===== src/rtl/pwm_gen_pkg.sv =====
package pwm_gen_pkg;

    localparam int TMR_W  = 8;
    localparam int FINE_W = 2;
    localparam int PS_W   = 4;

    typedef enum logic [1:0] {
        SEL_PERIOD  = 2'd0,
        SEL_DUTY_HI = 2'd1,
        SEL_CTRL    = 2'd2,
        SEL_SPARE   = 2'd3
    } reg_sel_e;

    typedef enum logic [1:0] {
        MODE_OFF  = 2'b00,
        MODE_RSV1 = 2'b01,
        MODE_RSV2 = 2'b10,
        MODE_PWM  = 2'b11
    } mode_e;

    typedef enum logic [1:0] {
        PS_DIV1   = 2'b00,
        PS_DIV4   = 2'b01,
        PS_DIV16  = 2'b10,
        PS_DIV16B = 2'b11
    } ps_e;

    // Control register layout, packed from the top bit down.
    typedef struct packed {
        ps_e               ps;
        mode_e             mode;
        logic [FINE_W-1:0] duty_lo;
    } ctrl_t;

    localparam int CTRL_W = $bits(ctrl_t);

    // Last prescaler count before a tick for the selected ratio.
    function automatic logic [PS_W-1:0] ps_last(input ps_e p);
        case (p)
            PS_DIV1: ps_last = PS_W'(0);
            PS_DIV4: ps_last = PS_W'(3);
            default: ps_last = PS_W'(15);
        endcase
    endfunction

endpackage


===== src/rtl/pwm_regs.sv =====
module pwm_regs
    import pwm_gen_pkg::*;
#(
    parameter int TMR_W_P  = TMR_W,
    parameter int FINE_W_P = FINE_W,
    localparam int DUTY_W  = TMR_W_P + FINE_W_P
) (
    input  logic                clk,
    input  logic                rst,
    input  logic                wr,
    input  logic [1:0]          sel,
    input  logic [TMR_W_P-1:0]  wdata,
    output logic [TMR_W_P-1:0]  period,
    output logic [DUTY_W-1:0]   duty_buf,
    output ctrl_t               ctrl
);

    logic [TMR_W_P-1:0] duty_hi;
    reg_sel_e           sel_e;

    assign sel_e = reg_sel_e'(sel);

    always_ff @(posedge clk) begin
        if (rst) begin
            period  <= '0;
            duty_hi <= '0;
            ctrl    <= '0;
        end else if (wr) begin
            case (sel_e)
                SEL_PERIOD:  period  <= wdata;
                SEL_DUTY_HI: duty_hi <= wdata;
                SEL_CTRL:    ctrl    <= ctrl_t'(wdata[CTRL_W-1:0]);
                default: ;
            endcase
        end
    end

    assign duty_buf = {duty_hi, ctrl.duty_lo};

    // a register changes only through a write strobe
    assert_regs_hold_R2: assert property (@(posedge clk) disable iff (rst)
        !wr |=> ($stable(period) && $stable(duty_buf) && $stable(ctrl)));

endmodule


===== src/rtl/pwm_timebase.sv =====
module pwm_timebase
    import pwm_gen_pkg::*;
#(
    parameter int TMR_W_P  = TMR_W,
    parameter int FINE_W_P = FINE_W,
    parameter int PS_W_P   = PS_W,
    localparam int DUTY_W  = TMR_W_P + FINE_W_P
) (
    input  logic                clk,
    input  logic                rst,
    input  logic                en,
    input  ps_e                 ps,
    input  logic [TMR_W_P-1:0]  period,
    output logic [DUTY_W-1:0]   base,
    output logic [DUTY_W-1:0]   next_base,
    output logic                tick,
    output logic                wrap
);

    logic [PS_W_P-1:0]   pre_cnt;
    logic [PS_W_P-1:0]   pre_last;
    logic [TMR_W_P-1:0]  tmr;
    logic [FINE_W_P-1:0] fine;
    logic                fine_top;

    assign pre_last = PS_W_P'(ps_last(ps));
    assign tick     = en && (pre_cnt >= pre_last);
    assign fine_top = &fine;
    assign wrap     = tick && fine_top && (tmr == period);
    assign base     = {tmr, fine};

    always_ff @(posedge clk) begin
        if (rst || !en)
            pre_cnt <= '0;
        else if (pre_cnt >= pre_last)
            pre_cnt <= '0;
        else
            pre_cnt <= pre_cnt + 1'b1;
    end

    always_ff @(posedge clk) begin
        if (rst || !en)
            fine <= '0;
        else if (tick)
            fine <= fine + 1'b1;
    end

    always_ff @(posedge clk) begin
        if (rst || !en)
            tmr <= '0;
        else if (tick && fine_top)
            tmr <= (tmr == period) ? '0 : tmr + 1'b1;
    end

    always_comb begin
        if (!tick)
            next_base = base;
        else if (wrap)
            next_base = '0;
        else
            next_base = base + {{(DUTY_W-1){1'b0}}, 1'b1};
    end

    // a period match returns the time base to zero
    assert_wrap_to_zero_R4: assert property (@(posedge clk) disable iff (rst)
        wrap |=> (base == '0));

    // the fine count moves only on a prescaled tick
    assert_fine_hold_R3: assert property (@(posedge clk) disable iff (rst)
        (en && !tick) |=> $stable(fine));

    // with the mode off the time base sits at zero
    assert_off_base_R9: assert property (@(posedge clk) disable iff (rst)
        !en |=> (base == '0));

endmodule


===== src/rtl/pwm_outlatch.sv =====
module pwm_outlatch
    import pwm_gen_pkg::*;
#(
    parameter int DUTY_W = TMR_W + FINE_W
) (
    input  logic               clk,
    input  logic               rst,
    input  logic               en,
    input  logic               tick,
    input  logic               wrap,
    input  logic [DUTY_W-1:0]  next_base,
    input  logic [DUTY_W-1:0]  duty_buf,
    output logic [DUTY_W-1:0]  shadow,
    output logic               pwm_q
);

    logic duty_nz;
    logic hit;

    assign duty_nz = |duty_buf;
    assign hit     = tick && (next_base == shadow);

    always_ff @(posedge clk) begin
        if (rst)
            shadow <= '0;
        else if (wrap)
            shadow <= duty_buf;
    end

    // Period start has priority; its set is already suppressed for zero duty.
    always_ff @(posedge clk) begin
        if (rst || !en)
            pwm_q <= 1'b0;
        else if (wrap)
            pwm_q <= duty_nz;
        else if (hit)
            pwm_q <= 1'b0;
    end

    // the shadow changes only at a period match
    assert_shadow_hold_R5: assert property (@(posedge clk) disable iff (rst)
        !wrap |=> $stable(shadow));

    // a rising output only follows a period match
    assert_set_at_wrap_R6: assert property (@(posedge clk) disable iff (rst)
        $rose(pwm_q) |-> $past(wrap));

    // a zero duty period starts low
    assert_zero_duty_R6: assert property (@(posedge clk) disable iff (rst)
        (wrap && !duty_nz) |=> !pwm_q);

    // a falling output follows a tick or a disable
    assert_clear_on_tick_R7: assert property (@(posedge clk) disable iff (rst)
        $fell(pwm_q) |-> ($past(tick) || !$past(en)));

    // the mode being off forces the output low
    assert_off_low_R9: assert property (@(posedge clk) disable iff (rst)
        !en |=> !pwm_q);

endmodule


===== src/rtl/pwm_gen.sv =====
module pwm_gen
    import pwm_gen_pkg::*;
#(
    parameter int TMR_W_P  = TMR_W,
    parameter int FINE_W_P = FINE_W,
    parameter int PS_W_P   = PS_W,
    localparam int DUTY_W  = TMR_W_P + FINE_W_P
) (
    input  logic               clk,
    input  logic               rst,
    input  logic               reg_wr,
    input  logic [1:0]         reg_sel,
    input  logic [TMR_W_P-1:0] reg_wdata,
    output logic               pwm_out,
    output logic [DUTY_W-1:0]  duty_active,
    output logic [DUTY_W-1:0]  time_base
);

    logic [TMR_W_P-1:0] period;
    logic [DUTY_W-1:0]  duty_buf;
    ctrl_t              ctrl;
    logic               en;
    logic [DUTY_W-1:0]  next_base;
    logic               tick;
    logic               wrap;

    pwm_regs #(.TMR_W_P(TMR_W_P), .FINE_W_P(FINE_W_P)) u_regs (
        .clk      (clk),
        .rst      (rst),
        .wr       (reg_wr),
        .sel      (reg_sel),
        .wdata    (reg_wdata),
        .period   (period),
        .duty_buf (duty_buf),
        .ctrl     (ctrl)
    );

    assign en = (ctrl.mode == MODE_PWM);

    pwm_timebase #(.TMR_W_P(TMR_W_P), .FINE_W_P(FINE_W_P), .PS_W_P(PS_W_P)) u_tb (
        .clk       (clk),
        .rst       (rst),
        .en        (en),
        .ps        (ctrl.ps),
        .period    (period),
        .base      (time_base),
        .next_base (next_base),
        .tick      (tick),
        .wrap      (wrap)
    );

    pwm_outlatch #(.DUTY_W(DUTY_W)) u_out (
        .clk       (clk),
        .rst       (rst),
        .en        (en),
        .tick      (tick),
        .wrap      (wrap),
        .next_base (next_base),
        .duty_buf  (duty_buf),
        .shadow    (duty_active),
        .pwm_q     (pwm_out)
    );

endmodule


===== config.mk =====
export PLATFORM = sky130hd
export DESIGN_NAME = pwm_gen
export DESIGN_NICKNAME = d
export VERILOG_FILES = /design/src/rtl/pwm_gen_pkg.sv /design/src/rtl/pwm_regs.sv /design/src/rtl/pwm_timebase.sv /design/src/rtl/pwm_outlatch.sv /design/src/rtl/pwm_gen.sv
export SDC_FILE = /design/constraint.sdc
export NUM_CORES = 1
export LEC_CHECK = 0
export ABC_CLOCK_PERIOD_IN_PS = 2700
export BUFFER_PORTS_ARGS = -buffer_cell sky130_fd_sc_hd__clkbuf_2
export CORE_ASPECT_RATIO = 1.2
export CORE_MARGIN = 4
export CORE_UTILIZATION = 45
export CTS_BUF_LIST = sky130_fd_sc_hd__clkbuf_4 sky130_fd_sc_hd__clkbuf_8
export DETAILED_ROUTE_END_ITERATION = 8
export PLACE_DENSITY = 0.75
export SYNTH_ARGS = -nofsm -noshare
export SYNTH_HDL_FRONTEND = slang
export SYNTH_SLANG_ARGS = --single-unit

===== constraint.sdc =====
create_clock -name clk -period 2.7 [get_ports clk]
set_clock_uncertainty 0.2 [all_clocks]
set_input_delay 0.54 -clock clk [delete_from_list [all_inputs] [get_ports clk]]
set_output_delay 0.54 -clock clk [all_outputs]
set_load 0.02 [all_outputs]

==> impl_results.md <==
* Crit Path Class: register to register
* Slowest CP cell: or3b_4
* Post-route cell area at 0.00308 mm²
* Critical Path RT at 2680 ps
* Cts hold-fix bufs at 0
* Crit Path Max Fanout at 6
* Reg2Reg Launch Point: u_regs.ctrl[4]
* CTS Sinks at 47
* Global-route usage over all layers at 19.1%
* First drt pass iteration count at 5
* Number of global-route vias before repair at 2045
* Fill count at 453
* F_max at 374 MHz
* Worst Hold Launch: u_regs.ctrl[1]
* Worst path buffer plus inverter count at 2
* Die width at 75.3 µm
* Grt ovf at 0
* Final Max Tran Viols at 0
* Final #Nets at 347
* Vias per cell at 5.43
* Hold Path End: u_out.shadow[1]
* Multi-input gate area at 0.00156 mm²
* Initial DRC Count at 177
* #FFs+latches synth at 47
* Synthesized area per cell at 9.03 µm²
* Share of post-route cells with drive strength above 1 at 30.5%
* Total CTS buffers at 5
* Post-route setup slack at 29.2 ps
* Yosys top cell by area: dfxtp_1
* Pre-CTS setup slack at -162 ps
* Max Cap Viol at 0
* Synth Cell Area at 0.00245 mm²
* PwrDens at 416 mW/mm²
* CP startpoint kind: register
* P_leak at 0.00129 µW
* FP Rows at 29
* Routed Antenna Nets at 0
* FF+latch area at 943 µm²
* Top-area cell type share of the netlist area at 38.4%
* DIE AREA at 0.00669 mm²
* Hold depth at 2
* Die Y at 88.8 µm
* DR DRC count at 0
* Post-synth EDFFs at 0
* Area Overhead vs Synth at 26.0%
* Asr flop ratio synth at 0%
* Largest net degree at the start of global routing at 34
* Post-DP HPWL at 4.54 mm
* Crit path launch: u_regs.ctrl[4]
* Port bufs at 33
* Commonest cells after routing, fill and taps aside: 45 x dfxtp_1, 37 x nor2_1, 33 x clkbuf_2, 30 x nand2_1, 26 x buf_4
* Minimum clock period at 2670 ps
* Relative slew slack at 62.7%
* Inserted Diodes at 0
* IO Count at 34
* Synth warnings at 0
* Antenna violations before repair at 0
* RSZ-0062 raised after global routing: yes
* Max IR drop VDD at 0.000333 V
* Fin crit share at 98.9%
* Worst-Skew Late Latency at 300 ps
* Fin Hold WS at 283 ps
* Routability Congestion at 0.919
* Crit-path cells: or2_4 > inv_2 > ha_4 > o211ai_1 > o21a_4 > nor3_4 > xnor2_2 > buf_4 > or3b_4 > o311ai_4 > a31oi_1
* Area after DPL at 0.00279 mm²
* WL final at 6.15 mm
* Synth unique cells at 54
* Main synth FF type: dfxtp_1
* Hold WC Path Type: register to register
* CP Capture Type: register
* Final setup viols at 0
* Cell family with most CP delay: compound AO/OA/AOI/OAI gates
* Initial cell density of the core at 46.2%
* Reg clk slew, reported paths at 100 ps
* Flop-to-flop setup slack at 30 ps
* Clock root buffer: clkbuf_8
* Detailed-route wire length per cell at 15.8 µm
* Max incr delay on CP at 370 ps
* Synth Instances at 271
* Core ar. at 0.00530 mm²
* Arr. time, crit path at 2650 ps
* Worst R2R End: u_out.pwm_q
* Largest cells by area after synthesis: dfxtp_1 38%, mux2i_1 9.0%, nor2_1 5.7%
* DR vias at 2117
* TritonCTS clock tree: yes
* Register area share after synthesis at 38.4%
* First-pass GRT wire length at 9.74 mm
* Core Util, Final at 58.2%
* Clk buf depth at 2
* Reg2reg path depth at 11
* Run status: complete, no violations
* Worst-Margin Slew at 558 ps
* Fin. Hold Viols at 0
* H-tree depth at 2
* Syn Nets at 291
* Commonest non-fill, non-tap cell in the layout: dfxtp_1
-- flip-flops by register name, indices dropped and copies added (netlist names) --
register        count
u_out.shadow       10
u_regs.duty_hi      8
u_regs.period       8
u_tb.tmr            8
u_regs.ctrl         6
u_tb.pre_cnt        4
u_tb.fine           2
u_out.pwm_q         1
-- area by class of cell --
| type | instances | area share, % |
|---|---|---|
| multi-input cells | 204 | 50.7 |
| flip-flops and latches | 47 | 30.6 |
| repair buffers | 60 | 12.0 |
| well taps | 62 | 2.52 |
| clock buffers | 5 | 2.23 |
| inverters | 9 | 1.10 |
| clock inverters | 3 | 0.852 |
-- cells by family (layout without fill, tap and decap cells) --
logic type / after synthesis / count (layout) / synth area share, %
AO/OA/AOI/OAI: 42 / 42 / 11.5
multiplexers: 22 / 22 / 9.00
XOR/XNOR: 21 / 21 / 9.30
AND/OR/NAND/NOR: 112 / 112 / 24.3
flip-flops: 47 / 47 / 38.4
buffers and inverters: 20 / 77 / 3.83
adder cells (fa/ha/maj): 7 / 7 / 3.58
-- synthesized netlist by cell type, drive strengths merged, types with 2 or more instances --
cell type	count
a2111oi	2
a21oi	18
a22oi	2
a31oi	2
and2	2
and3	5
buf	7
clkbuf	4
dfxtp	47
ha	7
inv	9
mux2i	22
nand2	31
nand2b	3
nand3	6
nand3b	2
nand4	3
nor2	37
nor3	5
nor3b	2
nor4	8
o211ai	3
o21a	5
o21ai	2
or2	2
or3	2
xnor2	6
xor2	13
-- metrics by stage --
step           instances  total power [µW]  TNS (ps)
6_report             390              1280         0
5_1_grt              390              1330      -101
4_1_cts              387              1290     -46.0
3_5_place_dp         376               826      -162
3_3_place_gp         376               824     -97.7
2_1_floorplan        271               794         0
-- report_power, final --
group | leakage, µW | internal, µW | switching [µW] | total (µW)
Combinational | 0.000858 | 54.4 | 61.2 | 116
Clock | 0.0000495 | 193 | 260 | 452
Sequential | 0.000381 | 704 | 9.94 | 714
Total | 0.00129 | 951 | 331 | 1280
-- what timing repair did --
item | CTS | global route
gates resized for setup | 10 | 17
pin swaps | 8 | 12
setup endpoints to repair | 2 | 3
setup buffers | 3 | 4
-- worst reg2reg max path, stage by stage, from the launching register on --
cell and delay [ps]:
dfxtp_2 330, or2_4 260, inv_2 70, ha_4 180
o211ai_1 340, o21a_4 260, nor3_4 60, xnor2_2 140
buf_4 140, or3b_4 370, o311ai_4 90, a31oi_1 110
-- metal layers --
metal / wire, µm / GRT usage (%)
met1: 2660 / 24.4
met5: 0 / 0
met4: 112 / 6.52
met3: 353 / 3.18
met2: 3030 / 32.1
-- worst max-delay path by stage --
stage	to	slack (ps)	depth (start not counted)
final	u_out.pwm_q	30	11
after CTS	u_out.pwm_q	-50	10
after detailed placement	u_out.pwm_q	-160	10
after global placement	u_out.pwm_q	-100	10
after floorplan	u_out.pwm_q	30	9
after global routing	u_out.pwm_q	-70	11
Power figures use the tool's default switching activity.
